==> src/rtl/irq_frame_pkg.sv <==
// Package: shared constants and phase/slot encodings for the interrupt
// context sequencer. Assumes an 8-bit data path and a 16-bit address space.
package irq_frame_pkg;
    localparam int unsigned FRAME_LEN = 5;  // bytes saved per interrupt
    localparam int unsigned VEC_LEN   = 2;  // bytes in a handler vector
    localparam int unsigned FILL_LEN  = 3;  // prefetch refill reads
    localparam int unsigned STEP_W    = 3;  // wide enough for the longest phase
    localparam int unsigned MASK_BIT  = 3;  // interrupt mask position in CCR

    typedef enum logic [2:0] {
        PH_IDLE,
        PH_PUSH,
        PH_VEC,
        PH_POP,
        PH_FILL
    } phase_e;

    // Frame slots in push order; pops walk this list backwards.
    typedef enum logic [2:0] {
        SLOT_PCL = 3'd0,
        SLOT_PCH = 3'd1,
        SLOT_XL  = 3'd2,
        SLOT_ACC = 3'd3,
        SLOT_CCR = 3'd4
    } slot_e;
endpackage

==> src/rtl/irq_seq_ctrl.sv <==
// Module: phase and step sequencer. Accepts a take or return strobe only when
// idle (take wins a tie), steps through push/vector or pop/fill phases one
// memory access per cycle, and pulses done when it returns to idle.
// Assumes strobes are single-cycle but tolerates longer ones.
module irq_seq_ctrl
    import irq_frame_pkg::*;
(
    input  logic              clk,
    input  logic              rst_n,
    input  logic              take_i,
    input  logic              rti_i,
    output phase_e            phase_o,
    output logic [STEP_W-1:0] step_o,
    output logic              start_take_o,
    output logic              start_rti_o,
    output logic              busy_o,
    output logic              done_o
);
    phase_e            phase_q;
    logic [STEP_W-1:0] step_q;
    logic [STEP_W-1:0] last_step;
    logic              at_last;
    logic              done_q;

    // Strobe acceptance: only in idle, take has priority.
    always_comb begin
        start_take_o = (phase_q == PH_IDLE) && take_i;
        start_rti_o  = (phase_q == PH_IDLE) && rti_i && !take_i;
    end

    // Final step index of the current phase.
    always_comb begin
        case (phase_q)
            PH_PUSH: last_step = STEP_W'(FRAME_LEN - 1);
            PH_VEC:  last_step = STEP_W'(VEC_LEN - 1);
            PH_POP:  last_step = STEP_W'(FRAME_LEN - 1);
            PH_FILL: last_step = STEP_W'(FILL_LEN - 1);
            default: last_step = '0;
        endcase
        at_last = (step_q == last_step);
    end

    // Phase and step register with done pulse generation.
    always_ff @(posedge clk) begin
        if (!rst_n) begin
            phase_q <= PH_IDLE;
            step_q  <= '0;
            done_q  <= 1'b0;
        end else begin
            done_q <= 1'b0;
            if (phase_q == PH_IDLE) begin
                step_q <= '0;
                if (start_take_o)     phase_q <= PH_PUSH;
                else if (start_rti_o) phase_q <= PH_POP;
            end else if (at_last) begin
                step_q <= '0;
                case (phase_q)
                    PH_PUSH: phase_q <= PH_VEC;
                    PH_POP:  phase_q <= PH_FILL;
                    default: begin
                        phase_q <= PH_IDLE;
                        done_q  <= 1'b1;
                    end
                endcase
            end else begin
                step_q <= step_q + 1'b1;
            end
        end
    end

    assign phase_o = phase_q;
    assign step_o  = step_q;
    assign busy_o  = (phase_q != PH_IDLE);
    assign done_o  = done_q;
endmodule

==> src/rtl/irq_stack_addr.sv <==
// Module: stack pointer register and memory address selection. The stack
// pointer addresses the next free byte: pushes use it then decrement, pops
// increment then use it. Arithmetic wraps modulo 2**ADDR_W.
module irq_stack_addr
    import irq_frame_pkg::*;
#(
    parameter int unsigned ADDR_W = 16
) (
    input  logic              clk,
    input  logic              rst_n,
    input  phase_e            phase_i,
    input  logic [STEP_W-1:0] step_i,
    input  logic              start_take_i,
    input  logic              start_rti_i,
    input  logic [ADDR_W-1:0] sp_i,
    input  logic [ADDR_W-1:0] vec_i,
    input  logic [ADDR_W-1:0] pc_i,
    output logic [ADDR_W-1:0] sp_o,
    output logic [ADDR_W-1:0] addr_o
);
    logic [ADDR_W-1:0] sp_q;
    logic [ADDR_W-1:0] vec_q;
    logic [ADDR_W-1:0] sp_up;
    logic [ADDR_W-1:0] step_ext;

    assign sp_up    = sp_q + 1'b1;
    assign step_ext = ADDR_W'(step_i);

    // Stack pointer load on acceptance, move once per frame access.
    always_ff @(posedge clk) begin
        if (!rst_n) begin
            sp_q  <= '0;
            vec_q <= '0;
        end else begin
            if (start_take_i) vec_q <= vec_i;
            if (start_take_i || start_rti_i) sp_q <= sp_i;
            else if (phase_i == PH_PUSH)     sp_q <= sp_q - 1'b1;
            else if (phase_i == PH_POP)      sp_q <= sp_up;
        end
    end

    // Address for the access of the current cycle.
    always_comb begin
        case (phase_i)
            PH_PUSH: addr_o = sp_q;
            PH_POP:  addr_o = sp_up;
            PH_VEC:  addr_o = vec_q + step_ext;
            PH_FILL: addr_o = pc_i + step_ext;
            default: addr_o = sp_q;
        endcase
    end

    assign sp_o = sp_q;
endmodule

==> src/rtl/irq_ctx_file.sv <==
// Module: context register file. Captures the live context on a take,
// supplies frame bytes in push order, sets the interrupt mask after the last
// push, loads the vector into PC, restores the frame on a return and collects
// prefetch refill bytes. Assumes ADDR_W is twice DATA_W (PC spans two bytes).
module irq_ctx_file
    import irq_frame_pkg::*;
#(
    parameter int unsigned ADDR_W = 16,
    parameter int unsigned DATA_W = 8
) (
    input  logic                       clk,
    input  logic                       rst_n,
    input  phase_e                     phase_i,
    input  logic [STEP_W-1:0]          step_i,
    input  logic                       start_take_i,
    input  logic [ADDR_W-1:0]          pc_i,
    input  logic [DATA_W-1:0]          x_i,
    input  logic [DATA_W-1:0]          a_i,
    input  logic [DATA_W-1:0]          ccr_i,
    input  logic [DATA_W-1:0]          rdata_i,
    output logic [ADDR_W-1:0]          pc_o,
    output logic [DATA_W-1:0]          x_o,
    output logic [DATA_W-1:0]          a_o,
    output logic [DATA_W-1:0]          ccr_o,
    output logic [FILL_LEN*DATA_W-1:0] pf_o,
    output logic [DATA_W-1:0]          wdata_o
);
    localparam int unsigned PC_HI = ADDR_W - 1;
    localparam int unsigned PC_LO = ADDR_W - DATA_W;

    logic [ADDR_W-1:0] pc_q;
    logic [DATA_W-1:0] x_q;
    logic [DATA_W-1:0] a_q;
    logic [DATA_W-1:0] ccr_q;
    slot_e             push_slot;
    slot_e             pop_slot;

    assign push_slot = slot_e'(step_i);
    assign pop_slot  = slot_e'(STEP_W'(FRAME_LEN - 1) - step_i);

    // Frame byte for the current push.
    always_comb begin
        case (push_slot)
            SLOT_PCL: wdata_o = pc_q[DATA_W-1:0];
            SLOT_PCH: wdata_o = pc_q[PC_HI:PC_LO];
            SLOT_XL:  wdata_o = x_q;
            SLOT_ACC: wdata_o = a_q;
            default:  wdata_o = ccr_q;
        endcase
    end

    // Context registers: capture, mask set, vector load and restore.
    always_ff @(posedge clk) begin
        if (!rst_n) begin
            pc_q  <= '0;
            x_q   <= '0;
            a_q   <= '0;
            ccr_q <= '0;
        end else if (start_take_i) begin
            pc_q  <= pc_i;
            x_q   <= x_i;
            a_q   <= a_i;
            ccr_q <= ccr_i;
        end else begin
            case (phase_i)
                PH_PUSH: if (push_slot == SLOT_CCR) ccr_q[MASK_BIT] <= 1'b1;
                PH_VEC: begin
                    if (step_i == '0) pc_q[PC_HI:PC_LO]  <= rdata_i;
                    else              pc_q[DATA_W-1:0]   <= rdata_i;
                end
                PH_POP: begin
                    case (pop_slot)
                        SLOT_CCR: ccr_q               <= rdata_i;
                        SLOT_ACC: a_q                 <= rdata_i;
                        SLOT_XL:  x_q                 <= rdata_i;
                        SLOT_PCH: pc_q[PC_HI:PC_LO]   <= rdata_i;
                        default:  pc_q[DATA_W-1:0]    <= rdata_i;
                    endcase
                end
                default: ;
            endcase
        end
    end

    // One byte lane per refill read.
    for (genvar g = 0; g < FILL_LEN; g++) begin : g_fill
        logic [DATA_W-1:0] lane_q;
        // Capture the refill byte belonging to this lane.
        always_ff @(posedge clk) begin
            if (!rst_n) lane_q <= '0;
            else if (phase_i == PH_FILL && step_i == STEP_W'(g)) lane_q <= rdata_i;
        end
        assign pf_o[g*DATA_W +: DATA_W] = lane_q;
    end

    assign pc_o  = pc_q;
    assign x_o   = x_q;
    assign a_o   = a_q;
    assign ccr_o = ccr_q;
endmodule

==> src/rtl/irq_ctx_seq.sv <==
// Module: top of the interrupt context sequencer. Ties the phase controller,
// stack/address unit and context register file to one byte-wide memory port.
// Assumes single-cycle memory with combinational read data.
module irq_ctx_seq
    import irq_frame_pkg::*;
#(
    parameter int unsigned ADDR_W = 16,
    parameter int unsigned DATA_W = 8,
    localparam int unsigned PF_W  = FILL_LEN * DATA_W
) (
    input  logic              clk,
    input  logic              rst_n,
    input  logic              take_i,
    input  logic [ADDR_W-1:0] vec_i,
    input  logic              rti_i,
    input  logic [ADDR_W-1:0] pc_i,
    input  logic [DATA_W-1:0] x_i,
    input  logic [DATA_W-1:0] a_i,
    input  logic [DATA_W-1:0] ccr_i,
    input  logic [ADDR_W-1:0] sp_i,
    output logic [ADDR_W-1:0] mem_addr_o,
    output logic [DATA_W-1:0] mem_wdata_o,
    output logic              mem_we_o,
    output logic              mem_re_o,
    input  logic [DATA_W-1:0] mem_rdata_i,
    output logic [ADDR_W-1:0] pc_o,
    output logic [DATA_W-1:0] x_o,
    output logic [DATA_W-1:0] a_o,
    output logic [DATA_W-1:0] ccr_o,
    output logic [ADDR_W-1:0] sp_o,
    output logic [PF_W-1:0]   pf_o,
    output logic              busy_o,
    output logic              done_o
);
    phase_e            phase;
    logic [STEP_W-1:0] step;
    logic              start_take;
    logic              start_rti;
    logic              is_pop;
    logic              is_fill;

    irq_seq_ctrl u_ctrl (
        .clk          (clk),
        .rst_n        (rst_n),
        .take_i       (take_i),
        .rti_i        (rti_i),
        .phase_o      (phase),
        .step_o       (step),
        .start_take_o (start_take),
        .start_rti_o  (start_rti),
        .busy_o       (busy_o),
        .done_o       (done_o)
    );

    irq_stack_addr #(.ADDR_W(ADDR_W)) u_stack (
        .clk          (clk),
        .rst_n        (rst_n),
        .phase_i      (phase),
        .step_i       (step),
        .start_take_i (start_take),
        .start_rti_i  (start_rti),
        .sp_i         (sp_i),
        .vec_i        (vec_i),
        .pc_i         (pc_o),
        .sp_o         (sp_o),
        .addr_o       (mem_addr_o)
    );

    irq_ctx_file #(.ADDR_W(ADDR_W), .DATA_W(DATA_W)) u_ctx (
        .clk          (clk),
        .rst_n        (rst_n),
        .phase_i      (phase),
        .step_i       (step),
        .start_take_i (start_take),
        .pc_i         (pc_i),
        .x_i          (x_i),
        .a_i          (a_i),
        .ccr_i        (ccr_i),
        .rdata_i      (mem_rdata_i),
        .pc_o         (pc_o),
        .x_o          (x_o),
        .a_o          (a_o),
        .ccr_o        (ccr_o),
        .pf_o         (pf_o),
        .wdata_o      (mem_wdata_o)
    );

    // Memory strobes derived from the active phase.
    always_comb begin
        mem_we_o = (phase == PH_PUSH);
        is_pop   = (phase == PH_POP);
        is_fill  = (phase == PH_FILL);
        mem_re_o = (phase == PH_VEC) || is_pop || is_fill;
    end
endmodule

==> config.mk <==
export PLATFORM = sky130hd
export DESIGN_NAME = irq_ctx_seq
export DESIGN_NICKNAME = d
export VERILOG_FILES = /design/src/rtl/irq_frame_pkg.sv /design/src/rtl/irq_seq_ctrl.sv /design/src/rtl/irq_stack_addr.sv /design/src/rtl/irq_ctx_file.sv /design/src/rtl/irq_ctx_seq.sv
export SDC_FILE = /design/constraint.sdc
export NUM_CORES = 1
export LEC_CHECK = 0
export BUFFER_PORTS_ARGS = -buffer_cell sky130_fd_sc_hd__buf_2
export CORE_MARGIN = 10
export CORE_UTILIZATION = 45
export DETAILED_ROUTE_END_ITERATION = 8
export PLACE_DENSITY_LB_ADDON = 0.1
export SKIP_LAST_GASP = 1
export SLEW_MARGIN = 20
export SYNTH_ARGS = -nofsm -noshare
export SYNTH_HDL_FRONTEND = slang
export SYNTH_SLANG_ARGS = --single-unit
==> constraint.sdc <==
create_clock -name clk -period 4.67 [get_ports clk]
set_clock_uncertainty 0.2 [all_clocks]
set_input_delay 1.1675 -clock clk [delete_from_list [all_inputs] [get_ports clk]]
set_output_delay 1.1675 -clock clk [all_outputs]
set_load 0.1 [all_outputs]
==> summary.md <==
• status: completed
• total DRC errors in the routed layout: 0
• clock latency reported for the late side of the worst-skew pair: 0.36 ns
• cts-stage hold buffer count: 0
• setup repair after global routing missed its margin: false
• distinct cell type count after synthesis: 70
• buffer depth of the longest clock path: 2
• Crit. End Element: output port
• full die area: 19490 um2
• Hold Slack: 0.2528 ns
• number of port buffers: 191
• gpl congestion: 0.9215
• GR Overflow Total: 0
• data required time of the worst path: 3.30 ns
• DIE HEIGHT: 139.6 um
• sequential-to-total area share from yosys stat: 0.3204
• worst slew margin relative to its limit: 0.4383
• non-filler instance count after layout: 1195
• worst-path cell with the longest stage delay: dfxtp_2
• Warnings, synthesis: 0
• number of cells after detailed placement: 1179
• floorplan core area: 13930 um2
• Avg Vias per Cell: 5.964
• router iterations before antenna repair: 5
• TritonCTS clock tree: done
• Max Fclk: 0.2231 GHz
• class of the worst hold path: flip-flop to flip-flop
• time the worst path needs with I/O delays and setup: 4.483 ns
• cells along the critical path: nor3b_4 -> nand2_1 -> nand2_1 -> ha_1 -> inv_1 -> fa_1 -> nor2b_2 -> or2_2 -> o2111ai_1 -> a211o_1 -> o311ai_4 -> buf_12
• area added between synthesis and finish: 26.73%
• antenna violations before repair: 0
• total CTS buffers: 9
• initial standard-cell utilization of the core: 0.4619
• Detail Route Antenna Nets: 0
• Worst Path Buf+Inv: 2
• HPWL after DPL: 17600 um
• fraction of registers with async set/reset: 0
• clock root cell: clkbuf_16
• via count of the first global-routing pass: 6793
• clock sink count: 103
• transition time of the tightest slew-check pin: 0.8395 ns
• global-route total usage across every layer: 0.2284
• count of vias placed by the detailed router: 7127
• CP peak stage delay: 0.45 ns
• Post-Syn Area: 6436 um2
• IO Pins: 192
• cell class contributing the biggest share of worst-path delay: simple AND/OR/NAND/NOR gates
• worst setup path startpoint: u_ctrl.phase_o[2]
• maximum number of pins on one net before global-route repair: 85
• row cnt: 43
• detailed-route wire length per cell: 19.76 um
• count of pins over their slew limit: 0
• mean instance size in the synthesized netlist: 7.510 um2
• final-stage net count: 1110
• fraction of layout instances using a drive strength above 1: 0.2581
• number of levels the H-tree was split into: 3
• HP Start: u_ctx.g_fill[1].lane_q[6]
• die outline width: 139.6 um
• dominant register cell in the synthesized netlist: dfxtp_1
• violation count after the first detailed-routing iteration: 765
• final wirelength: 23610 um
• number of setup buffers added after CTS: 0
• CP dominant cell by count: nand2_1
• Setup-failing EPs final: 0
• arrival time at the worst endpoint: 3.12 ns
• Syn Nets: 957
• Critical Path Fanout Max: 13
• Seq cells post-synth: 103
• reg2reg start: u_ctrl.phase_o[0]
• Worst-path clk slew: 0.08 ns
• WS Path Type: flip-flop to output port
• portion of the clock cycle consumed by the worst path in the final layout: 0.9599
• number of failing hold endpoints at the final stage: 0
• antenna diode count: 0
• post-synthesis instance total: 857
• number of synthesized flops with an enable pin: 0
• global-route wire length before repair: 36970 um
• setup total negative slack: 0 ns
• critical path startpoint category: flip-flop
• number of maximum-capacitance violations: 0
cells in the mapped netlist (all sizes together) (6+ instances only):
cell | n | area share
or4 | 7 | 0.0093
o21ai | 38 | 0.030
nor4 | 6 | 0.0058
a221oi | 7 | 0.0095
nor2 | 99 | 0.058
a21oi | 85 | 0.066
o211ai | 8 | 0.010
nand3 | 34 | 0.027
nand2 | 116 | 0.068
buf | 27 | 0.022
a211oi | 39 | 0.045
nor3 | 19 | 0.017
nand4 | 12 | 0.012
inv | 17 | 0.0099
a222oi | 9 | 0.014
and2 | 11 | 0.011
a22oi | 9 | 0.010
clkbuf | 41 | 0.024
xnor2 | 12 | 0.016
mux2i | 35 | 0.054
xor2 | 9 | 0.012
o22ai | 8 | 0.0078
ha | 15 | 0.029
a31oi | 14 | 0.014
and3 | 13 | 0.013
dfxtp | 103 | 0.32
worst min-delay path: cells and delay by family, from the launching register on:
family           cells  cell delay, ns
flip-flops           1            0.31
AO/OA/AOI/OAI        1            0.05
AND/OR/NAND/NOR      1            0.05
stage by stage:
step                  util  setup slack (ns)  cell area [um2]
floorplan                -           -0.3215             6584
global placement    0.5633            0.5128             7849
detailed placement  0.5633            0.4928             7849
CTS                 0.5847           0.07521             8148
global route        0.5853          0.001798             8157
finish              0.5853            0.1872             8157
final timing paths:
path                               endpoint  slack, ns  cells past startpoint
setup / recovery             mem_addr_o[14]       0.19                     12
hold / removal    u_ctx.g_fill[1].lane_q[6]       0.25                      2
setup reg to reg               u_ctx.x_o[5]       1.74                      7
hold reg to reg   u_ctx.g_fill[1].lane_q[6]       0.25                      2
layout by cell type (no fill, tap or decap), types with 4 or more instances in the layout:
cell	instances
nor2_1	98
a222oi_1	9
xnor2_1	12
a31oi_1	13
a22oi_1	9
nor3_1	17
nor2b_1	4
and3_1	13
nand4_1	12
ha_1	15
nand2_1	115
dfxtp_1	100
and2_1	11
a221oi_1	4
a211oi_1	39
a32oi_1	5
o211ai_1	7
clkbuf_16	9
buf_12	16
buf_4	18
o21ai_2	4
nor4_1	6
nand3_1	33
xor2_1	9
inv_1	15
nand2b_1	5
o21ai_1	6
o22ai_1	7
o21ai_0	27
o2111ai_1	4
a21oi_1	85
or4_1	5
mux2i_1	35
buf_2	175
what timing repair did:
item,CTS,global route
endpoints found under the hold margin,0,0
resized for setup,0,2
setup endpoints to repair,0,7
kinds of logic after synthesis:
| logic type | after synthesis | synth area share |
|---|---|---|
| fa+ha+maj | 16 | 0.03227 |
| xor+xnor | 21 | 0.02858 |
| compound gates | 250 | 0.2519 |
| simple gates | 343 | 0.2506 |
| mux | 38 | 0.05968 |
| buf+inv | 86 | 0.05657 |
| flops | 103 | 0.3204 |
flip-flops by register name, indices dropped and copies added (netlist names), 3 cells and up:
register,count
u_ctx.ccr_o,8
u_stack.sp_o,16
u_ctx.pc_o,16
u_ctx.x_o,8
u_ctrl.phase_o,3
u_ctrl.step_o,3
u_ctx.a_o,8
u_ctx.g_fill.lane_q,24
u_stack.vec_q,16
routing by layer:
metal  vias up  GRT usage  wire, um  share of wire
li1       3431          -         -              -
met1      3350     0.2943     10030           0.42
met2       316     0.3665     11020           0.47
met3        30    0.06533      2110          0.089
met4         0    0.05652       448          0.019
met5         -          0         0              0
final cells by class:
cell class                 instances  area, um2
multi-input combinational        668       4160
fill                            1343       5778
clock inverter                     7      73.82
inverter                          18      67.56
clock buffer                       9      225.2
sequential                       103       2066
timing repair buffer             210       1339
tap                              180      225.2
Power is left out: the tool's default activity adds up to more than one toggle a clock period on the data nets, which glitch-free logic cannot reach.
